<file path="config.mk">
export PLATFORM = sky130hd
export DESIGN_NAME = reg_status_table
export DESIGN_NICKNAME = d
export VERILOG_FILES = /design/src/rtl/rst_pkg.sv /design/src/rtl/rst_state_entry.sv /design/src/rtl/rst_regfile.sv /design/src/rtl/rst_src_lookup.sv /design/src/rtl/reg_status_table.sv
export SDC_FILE = /design/constraint.sdc
export NUM_CORES = 1
export LEC_CHECK = 0
export BUFFER_PORTS_ARGS = -buffer_cell sky130_fd_sc_hd__buf_2
export CELL_PAD_IN_SITES_DETAIL_PLACEMENT = 0
export CELL_PAD_IN_SITES_GLOBAL_PLACEMENT = 1
export CORE_ASPECT_RATIO = 2
export CORE_MARGIN = 3
export CORE_UTILIZATION = 45
export CTS_BUF_LIST = sky130_fd_sc_hd__clkbuf_8
export DETAILED_ROUTE_END_ITERATION = 10
export PLACE_DENSITY_LB_ADDON = 0.1
export SYNTH_ARGS = -nofsm -noshare
export SYNTH_HDL_FRONTEND = slang
export SYNTH_SLANG_ARGS = --single-unit
</file>
<file path="constraint.sdc">
create_clock -name clk -period 1.6 [get_ports clk]
set_input_delay 0.08 -clock clk [delete_from_list [all_inputs] [get_ports clk]]
set_output_delay 0.08 -clock clk [all_outputs]
set_load 0.03 [all_outputs]
</file>
<file path="src/rtl/rst_pkg.sv">
package rst_pkg;

    typedef enum logic [1:0] {
        ST_AVAIL  = 2'd0,
        ST_FLIGHT = 2'd1,
        ST_READY  = 2'd2
    } reg_state_e;

    function automatic logic tag_match(input logic [7:0] a, input logic [7:0] b);
        return a == b;
    endfunction

    function automatic reg_state_e after_result(input reg_state_e cur, input logic hit);
        return (hit && cur == ST_FLIGHT) ? ST_READY : cur;
    endfunction

    function automatic reg_state_e after_commit(input reg_state_e cur, input logic hit);
        return hit ? ST_AVAIL : cur;
    endfunction

endpackage

</file>
<file path="src/rtl/rst_state_entry.sv">
module rst_state_entry
    import rst_pkg::*;
#(
    parameter int TAG_W = 3
) (
    input  logic             clk,
    input  logic             rst,
    input  logic             flush,
    input  logic             iss_hit,
    input  logic [TAG_W-1:0] iss_tag,
    input  logic             res_valid,
    input  logic [TAG_W-1:0] res_tag,
    input  logic             cmt_hit,
    input  logic [TAG_W-1:0] cmt_tag,
    output reg_state_e       state,
    output logic [TAG_W-1:0] writer
);

    reg_state_e       st_q, st_n, st_res;
    logic [TAG_W-1:0] wr_q, wr_n;
    logic             res_match, cmt_match;

    always_comb begin
        res_match = res_valid && tag_match(8'(res_tag), 8'(wr_q));
        cmt_match = cmt_hit && tag_match(8'(cmt_tag), 8'(wr_q));
        st_res    = after_result(st_q, res_match);
        st_n      = after_commit(st_res, cmt_match);
        wr_n      = wr_q;
        if (iss_hit) begin
            st_n = ST_FLIGHT;
            wr_n = iss_tag;
        end
        if (flush) begin
            st_n = ST_AVAIL;
            wr_n = wr_q;
        end
    end

    always_ff @(posedge clk) begin
        if (rst) begin
            st_q <= ST_AVAIL;
            wr_q <= '0;
        end else begin
            st_q <= st_n;
            wr_q <= wr_n;
        end
    end

    assign state  = st_q;
    assign writer = wr_q;

endmodule

</file>
<file path="src/rtl/rst_regfile.sv">
module rst_regfile #(
    parameter int NREG   = 16,
    parameter int DATA_W = 16,
    parameter int NRD    = 2,
    localparam int IDX_W = $clog2(NREG)
) (
    input  logic                         clk,
    input  logic                         rst,
    input  logic                         wr_en,
    input  logic [IDX_W-1:0]             wr_idx,
    input  logic [DATA_W-1:0]            wr_data,
    input  logic [NRD-1:0][IDX_W-1:0]    rd_idx,
    output logic [NRD-1:0][DATA_W-1:0]   rd_data
);

    logic [DATA_W-1:0] mem_q [NREG];

    always_ff @(posedge clk) begin
        if (rst) begin
            for (int i = 0; i < NREG; i++) mem_q[i] <= '0;
        end else if (wr_en) begin
            mem_q[wr_idx] <= wr_data;
        end
    end

    for (genvar p = 0; p < NRD; p++) begin : g_rd
        assign rd_data[p] = mem_q[rd_idx[p]];
    end

endmodule

</file>
<file path="src/rtl/rst_src_lookup.sv">
module rst_src_lookup
    import rst_pkg::*;
#(
    parameter int NREG   = 16,
    parameter int TAG_W  = 3,
    parameter int DATA_W = 16,
    localparam int IDX_W = $clog2(NREG)
) (
    input  logic [NREG-1:0][1:0]       st_bits,
    input  logic [NREG-1:0][TAG_W-1:0] wr_bits,
    input  logic [IDX_W-1:0]           src,
    input  logic [DATA_W-1:0]          file_value,
    output logic [1:0]                 kind,
    output logic [DATA_W-1:0]          value,
    output logic [TAG_W-1:0]           tag
);

    reg_state_e st;

    always_comb begin
        st    = reg_state_e'(st_bits[src]);
        kind  = st;
        tag   = wr_bits[src];
        value = (st == ST_AVAIL) ? file_value : '0;
    end

endmodule

</file>
<file path="src/rtl/reg_status_table.sv">
module reg_status_table
    import rst_pkg::*;
#(
    parameter int NREG   = 16,
    parameter int TAG_W  = 3,
    parameter int DATA_W = 16,
    localparam int IDX_W = $clog2(NREG),
    localparam int NSRC  = 2
) (
    input  logic              clk,
    input  logic              rst,
    input  logic              iss_valid,
    input  logic [IDX_W-1:0]  iss_src0,
    input  logic [IDX_W-1:0]  iss_src1,
    input  logic              iss_dst_en,
    input  logic [IDX_W-1:0]  iss_dst,
    input  logic [TAG_W-1:0]  iss_tag,
    input  logic              res_valid,
    input  logic [TAG_W-1:0]  res_tag,
    input  logic              cmt_valid,
    input  logic [TAG_W-1:0]  cmt_tag,
    input  logic [IDX_W-1:0]  cmt_reg,
    input  logic [DATA_W-1:0] cmt_value,
    input  logic              flush,
    output logic [1:0]        src0_kind,
    output logic [DATA_W-1:0] src0_value,
    output logic [TAG_W-1:0]  src0_tag,
    output logic [1:0]        src1_kind,
    output logic [DATA_W-1:0] src1_value,
    output logic [TAG_W-1:0]  src1_tag
);

    logic [NREG-1:0][1:0]         st_bits;
    logic [NREG-1:0][TAG_W-1:0]   wr_bits;
    logic [NSRC-1:0][IDX_W-1:0]   src_idx;
    logic [NSRC-1:0][DATA_W-1:0]  src_file;
    logic [NSRC-1:0][1:0]         src_kind;
    logic [NSRC-1:0][DATA_W-1:0]  src_val;
    logic [NSRC-1:0][TAG_W-1:0]   src_tag;
    logic                         iss_claim;

    assign iss_claim  = iss_valid && iss_dst_en && !flush;
    assign src_idx[0] = iss_src0;
    assign src_idx[1] = iss_src1;

    for (genvar r = 0; r < NREG; r++) begin : g_ent
        reg_state_e st_r;
        rst_state_entry #(.TAG_W(TAG_W)) u_ent (
            .clk       (clk),
            .rst       (rst),
            .flush     (flush),
            .iss_hit   (iss_claim && iss_dst == IDX_W'(r)),
            .iss_tag   (iss_tag),
            .res_valid (res_valid),
            .res_tag   (res_tag),
            .cmt_hit   (cmt_valid && cmt_reg == IDX_W'(r)),
            .cmt_tag   (cmt_tag),
            .state     (st_r),
            .writer    (wr_bits[r])
        );
        assign st_bits[r] = st_r;
    end

    rst_regfile #(.NREG(NREG), .DATA_W(DATA_W), .NRD(NSRC)) u_rf (
        .clk     (clk),
        .rst     (rst),
        .wr_en   (cmt_valid),
        .wr_idx  (cmt_reg),
        .wr_data (cmt_value),
        .rd_idx  (src_idx),
        .rd_data (src_file)
    );

    for (genvar s = 0; s < NSRC; s++) begin : g_src
        rst_src_lookup #(.NREG(NREG), .TAG_W(TAG_W), .DATA_W(DATA_W)) u_lk (
            .st_bits    (st_bits),
            .wr_bits    (wr_bits),
            .src        (src_idx[s]),
            .file_value (src_file[s]),
            .kind       (src_kind[s]),
            .value      (src_val[s]),
            .tag        (src_tag[s])
        );
    end

    assign src0_kind  = src_kind[0];
    assign src0_value = src_val[0];
    assign src0_tag   = src_tag[0];
    assign src1_kind  = src_kind[1];
    assign src1_value = src_val[1];
    assign src1_tag   = src_tag[1];

endmodule

</file>
* Word-level counts from Yosys, hierarchy flattened
Memories as Yosys holds them, arrays and structs flattened.
Index checks and enable logic that the tools add are counted.
** Operators by class
- Add/sub/neg operators :: 0
- $mul :: 0
- Divide/modulo/power cells :: 0
- Order comparisons :: 2
- Equality and inequality tests :: 78
- Shift-type cells :: 0
- Muxes and demuxes :: 66
- Bitwise gates (word level) :: 1
- Reduce and logical (&&, ||, !) cells :: 137
** Operators by type and width (number)
- == test 3 bit :: 32
- logical AND 1 bit :: 82
- == test 4 bit, second input constant :: 16
- OR reduction 4 bit :: 16
- two-way mux 1 bit :: 54
- two-way mux 16 bit :: 3
- nonzero test 3 bit :: 16
- == test 2 x 1 -> 1 bit, second input constant :: 16
- == test 4 x 3 -> 1 bit, second input constant :: 8
- AND reduction 2 bit :: 16
- binary-select mux 3 bit (select 4 bit) :: 2
- binary-select mux 2 bit (select 4 bit) :: 2
- == test 4 x 2 -> 1 bit, second input constant :: 4
- OR reduction 16 bit :: 1
- less-than comparator 4 x 5 -> 1 bit, second input constant :: 2
- == test 4 x 1 -> 1 bit, second input constant :: 2
- zero test 4 bit :: 2
- two-way mux 3 bit :: 2
- zero test 2 bit :: 2
- two-way mux 2 bit :: 2
- two-way mux 4 bit :: 1
- OR reduction 2 bit :: 1
- zero test 1 bit :: 1
- NOT 1 bit :: 1
** Storage, ports and cells
- Register bits after elaboration :: 80
- Latch bits :: 0
- Memory bits (writable) :: 256
- ROM bits :: 0
- Bits of input ports :: 48
- Output and inout port bits :: 42
- Word-level logic and storage cells :: 333
- Memories kept :: 1
** Memories
- u_rf.mem_q :: words 16, bits a word 16, read ports 2, clocked after Yosys merged registers in 0, wr ports 16, RTL line rst_regfile.sv:16 : logic [DATA_W-1:0] mem_q [NREG];

* Depth between registers and ports, before layout
- Word-level depth :: 6
- Depth in mapped cells :: 7
- Depth with buffers taken out :: 4

* Cells and area by module
Synthesis repeated with hierarchy kept, for this count alone.
** Unflattened totals
- Cells, all modules :: 1523
- Area total of the unflattened synthesis :: 20043.0 µm²
** Modules (own cells, without submodules)
- rst_regfile :: instances 1, cells each 859, area each 13414.1 µm², sequential area each 7687.4 µm²
- rst_state_entry :: instances 16, cells each 27, area each 264.0 µm², sequential area each 100.1 µm²
- rst_src_lookup :: instances 2, cells each 90, area each 1054.8 µm², sequential area each 0.0 µm²
- reg_status_table :: instances 1, cells each 52, area each 295.3 µm², sequential area each 0.0 µm²

* Worst setup path after synthesis
No wires, ideal clock.
- Path kind :: input to output
- Start point :: in iss_src0[2]
- End point :: out src0_value[0]
- Data arrival time :: 1916 ps
- Data required time :: 1520 ps
- Slack :: -396 ps
- Stages on the path :: 6
- Path buffers :: 2
- Cells stage by stage :: clkbuf_1 -> buf_2 -> mux4_2 -> nand2_1 -> nand3_2 -> nor3b_1
** Between the ends
- Longest elaborated chain between the ends :: 4
- Elaborated cells between the ends (all ways) :: 5
- Those cells by class :: mux (3); reduce/logical (1); memory (1)
** RTL lines
- from (decl) :: RTL line reg_status_table.sv:13 : input logic [IDX_W-1:0] iss_src0,
- binary-select mux 2 bit (select 4 bit) :: RTL line rst_src_lookup.sv:21 : st = reg_state_e'(st_bits[src]);
- two-way mux 2 bit (implied by the code) :: RTL line rst_src_lookup.sv:21
- zero test 2 bit :: RTL line rst_src_lookup.sv:24 : value = (st == ST_AVAIL) ? file_value : '0;
- two-way mux 16 bit * :: RTL line rst_src_lookup.sv:24
- to (decl) :: RTL line reg_status_table.sv:26 : output logic [DATA_W-1:0] src0_value,
Mark *: on every way between the ends. The rest lies on a longest branch, timed or not. The select of a mux whose other input is x is not followed.

* Worst setup path in the final report
- Start point :: reg g_ent[1].u_ent.st_q[0]
- End point :: out src0_value[6]
** Between the ends
- Longest elaborated chain between the ends :: 4
** RTL lines
- from (decl) :: RTL line rst_state_entry.sv:19 : reg_state_e st_q, st_n, st_res;
- from (signal assigned) :: RTL line rst_state_entry.sv:44 : st_q <= st_n;
- binary-select mux 2 bit (select 4 bit) :: RTL line rst_src_lookup.sv:21
- two-way mux 2 bit (implied by the code) :: RTL line rst_src_lookup.sv:21
- zero test 2 bit :: RTL line rst_src_lookup.sv:24
- two-way mux 16 bit :: RTL line rst_src_lookup.sv:24
Every way passes these cells. The select of a mux whose other input is x is not followed.

==> flow_summary.ini <==
[outcome]
status = complete, but fails checks
violations = setup timing

[sta]
finalSetupViolations = 42
min_period_ns = 2.597
finalCritPeriodShare_pct = 162.3
maxSlewHeadroom_pct = 67.40
slew_viol_final = 0
tightest_slew_ns = 0.4890
grt_setup_unrepaired = true
finalHoldViolCount = 0
fin_skew_ns = 0.01070
final.setup.tns_ns = -35.90
clock.fmax_ghz = 0.3851
postLayoutSetupSlackWorst_ns = -0.9969

[global_routing]
use_met3_pct = 3.756
antenna_found_initial = 1
grt_util_met2_pct = 54.47
use_met1_pct = 30.91
gr-total-overflow = 0
track_usage_pct = 29.46
grt_pass1_wl_um = 97790
grt_pass1_vias = 14756
grt_max_degree = 31
top_usage_layer = met2

[layout]
fill_cells = 3526
multi_input_area_um2 = 9839
area_growth_pct = 25.95
nets = 1728
final_area_um2 = 24420
final_cell_mix = 256 x and2_1, 256 x edfxtp_1, 206 x mux4_2
fin_util_pct = 57.37
layout-drive-gt1-share_pct = 40.70
seqCellArea_um2 = 9318

[floorplanning]
coreArea_um2 = 42570
io_pins = 90
start_util_pct = 45.55
num_rows = 107
die_w_um = 152.8
dieArea_um2 = 45770
die_h_um = 299.6

[synth]
ys_async_sr_fraction_pct = 0
synth_top_flop_cell = edfxtp_1
synth.avg_cell_area_um2 = 14.02
syn_area_um2 = 19390
synth-seq-area-share_pct = 47.90
synth_warnings = 0
synth_top_area_share_pct = 39.64
synth_fp_nets = 1431
synth_edf_count = 256
ys_top_cells_by_area = edfxtp_1 40%, mux4_2 24%, and2_1 8.3%, dfxtp_1 8.3%, xor2_1 3.3%
ys_types = 47
ys_ff_latch = 336
synth_area_leader_cell = edfxtp_1
netlist_instances = 1383

[power]
powerDensity_nw_per_um2 = 853.6
ir_worst_vdd_mv = 0.5955
p_switching_mw = 5.627
p_seq_share_pct = 48.0
power_frac_comb_pct = 17.5
p_int_mw = 15.22
switching_share_pct = 26.99
leakage_nw = 9.302
clock_power_share_pct = 34.5

[clock_tree]
clockRootBuffer = clkbuf_8
cts_tree = done
clock_sinks = 336
h-tree-depth = 2
clkTransAtPathRegs_ns = 0.07
clock_latency_ns = 0.62
numCtsBuffers = 53
clockBufferDepth = 3

[detailed_routing]
first_iter_violations = 956
wirelength_um = 67190
drtPass1Iterations = 6
vias = 13429
drtAntennaViolNets = 0
drc = 0
viasPerCell = 5.926
wl_per_cell_um = 29.65

[placed_design]
hpwlAfterDp_um = 48820
port_buffers = 89
placed_cell_area_um2 = 22750
gp_congestion = 0.9179

[setup_path]
cp_top_family = multiplexers
cpMaxStageDelayCell = mux4_2
path_max_fanout = 10
crit_buf_inv = 2
cpPeakStageDelay_ns = 0.47
path_class = reg2out
path_cells = mux4_2, a22oi_2, nand3_4, buf_12, nor3b_4, buf_6
critPathArrivalTime_ns = 2.52
required_ns = 1.52
end_kind = output port
setup.worst_path.start_class = register

[run]
cap_violations = 0

[min_path]
hold_class = in2reg
-- power by group through the flow --
| stage | Combinational, mW | Sequential [mW] | Clock [mW] |
|---|---|---|---|
| floorplan | 2.07 | 10.1 | 0 |
| global placement | 3.35 | 10.2 | 0 |
| detailed placement | 3.38 | 10.2 | 0 |
| CTS | 3.63 | 10.0 | 7.38 |
| global route | 3.81 | 10.0 | 7.76 |
| finish | 3.66 | 10.0 | 7.19 |
-- through the flow --
stage	hold WS [ns]	setup WS, ns	std cells	power, mW
after global placement	0.4847	-0.5349	2145	13.50
final	0.04939	-0.9969	2266	20.85
after global routing	0.06952	-1.059	2266	21.61
after CTS	0.01600	-1.016	2264	21.01
after detailed placement	0.4966	-0.5489	2145	13.56
after floorplan	0.2272	-0.2018	1383	12.15
-- repair_timing --
action | in CTS | in global routing
gates cloned | 0 | 0
setup buffers | 2 | 2
endpoints found under the setup margin | 42 | 46
pin swaps | 7 | 8
hold endpoints to repair | 306 | 0
hold buffers | 22 | 0
resized for setup | 107 | 28
-- worst min-delay path, delay by kind of cell --
| kind | cells | cell delay, ns |
|---|---|---|
| buf+inv | 1 | 0.14 |
| compound gates | 2 | 0.24 |
| simple gates | 1 | 0.16 |
-- sequential cells by signal, summed over array words and instances (netlist names) --
register and count:
g_ent.u_ent.state 32, g_ent.u_ent.writer 48, u_rf.mem_q 256
-- per-layer routing --
| layer | up-vias | part of all wire (%) |
|---|---|---|
| met5 | - | 0 |
| met4 | 0 | 7.5 |
| met1 | 6818 | 33 |
| met2 | 534 | 55 |
| met3 | 223 | 5.2 |
| li1 | 5854 | - |
-- cells in the mapped netlist (2+ instances only) --
cell and instances:
buf_2 32, or2_2 13, o21bai_1 4, o2111a_1 6, a21oi_1 13, buf_4 9, nand4_1 6, o311ai_0 4
xnor2_1 24, nand3b_1 16, mux4_2 206, o21a_1 5, nor4_2 2, nor4_1 12, clkbuf_1 66, nor3b_2 18
mux2i_1 48, and2_1 256, o21ai_0 4, xor2_1 72, nor3_1 16, dfxtp_1 80, and3b_1 4, nand3_1 16
buf_6 4, a22oi_1 4, edfxtp_1 256, nand2b_1 5, o211a_1 2, nor3_2 5, a2111oi_0 2, a211o_1 6
nor2_1 84, o31ai_1 2, a211oi_1 7, inv_1 19, nor3b_1 15, a21o_1 3, buf_1 5, nor2b_1 8
nand2_1 15, nand3_2 4
-- area by class of cell --
cell class                 instances  area share, %
clock inverter                    42          1.127
antenna                            1        0.01025
timing repair buffer             358          14.36
sequential                       336          38.15
inverter                          19         0.2920
tap                              545          2.792
clock buffer                      53          2.987
multi-input combinational        912          40.28
-- worst paths after layout --
| path | start | endpoint | slack [ns] | cells after the start |
|---|---|---|---|---|
| max | g_ent[1].u_ent.state[0] | src0_value[6] | -1.0 | 6 |
| max reg2reg | g_ent[4].u_ent.writer[1] | g_ent[4].u_ent.state[0] | 0.12 | 5 |
| min | cmt_reg[1] | g_ent[0].u_ent.state[0] | 0.05 | 4 |
| min reg2reg | g_ent[12].u_ent.state[1] | g_ent[12].u_ent.state[1] | 0.51 | 2 |
-- kinds of logic (layout without fill, tap and decap cells) --
family	count (synthesis)	in the layout	share of synthesized area [%]
muxes	254	254	26.40
and+or+nand+nor	499	499	15.76
DFF	336	336	47.90
other	0	1	0
AOI/OAI and AO/OA	63	63	2.452
buffers and inverters	135	472	3.149
xor gates and xnor gates	96	96	4.336
No activity file was read; power rests on OpenSTA's default activity.
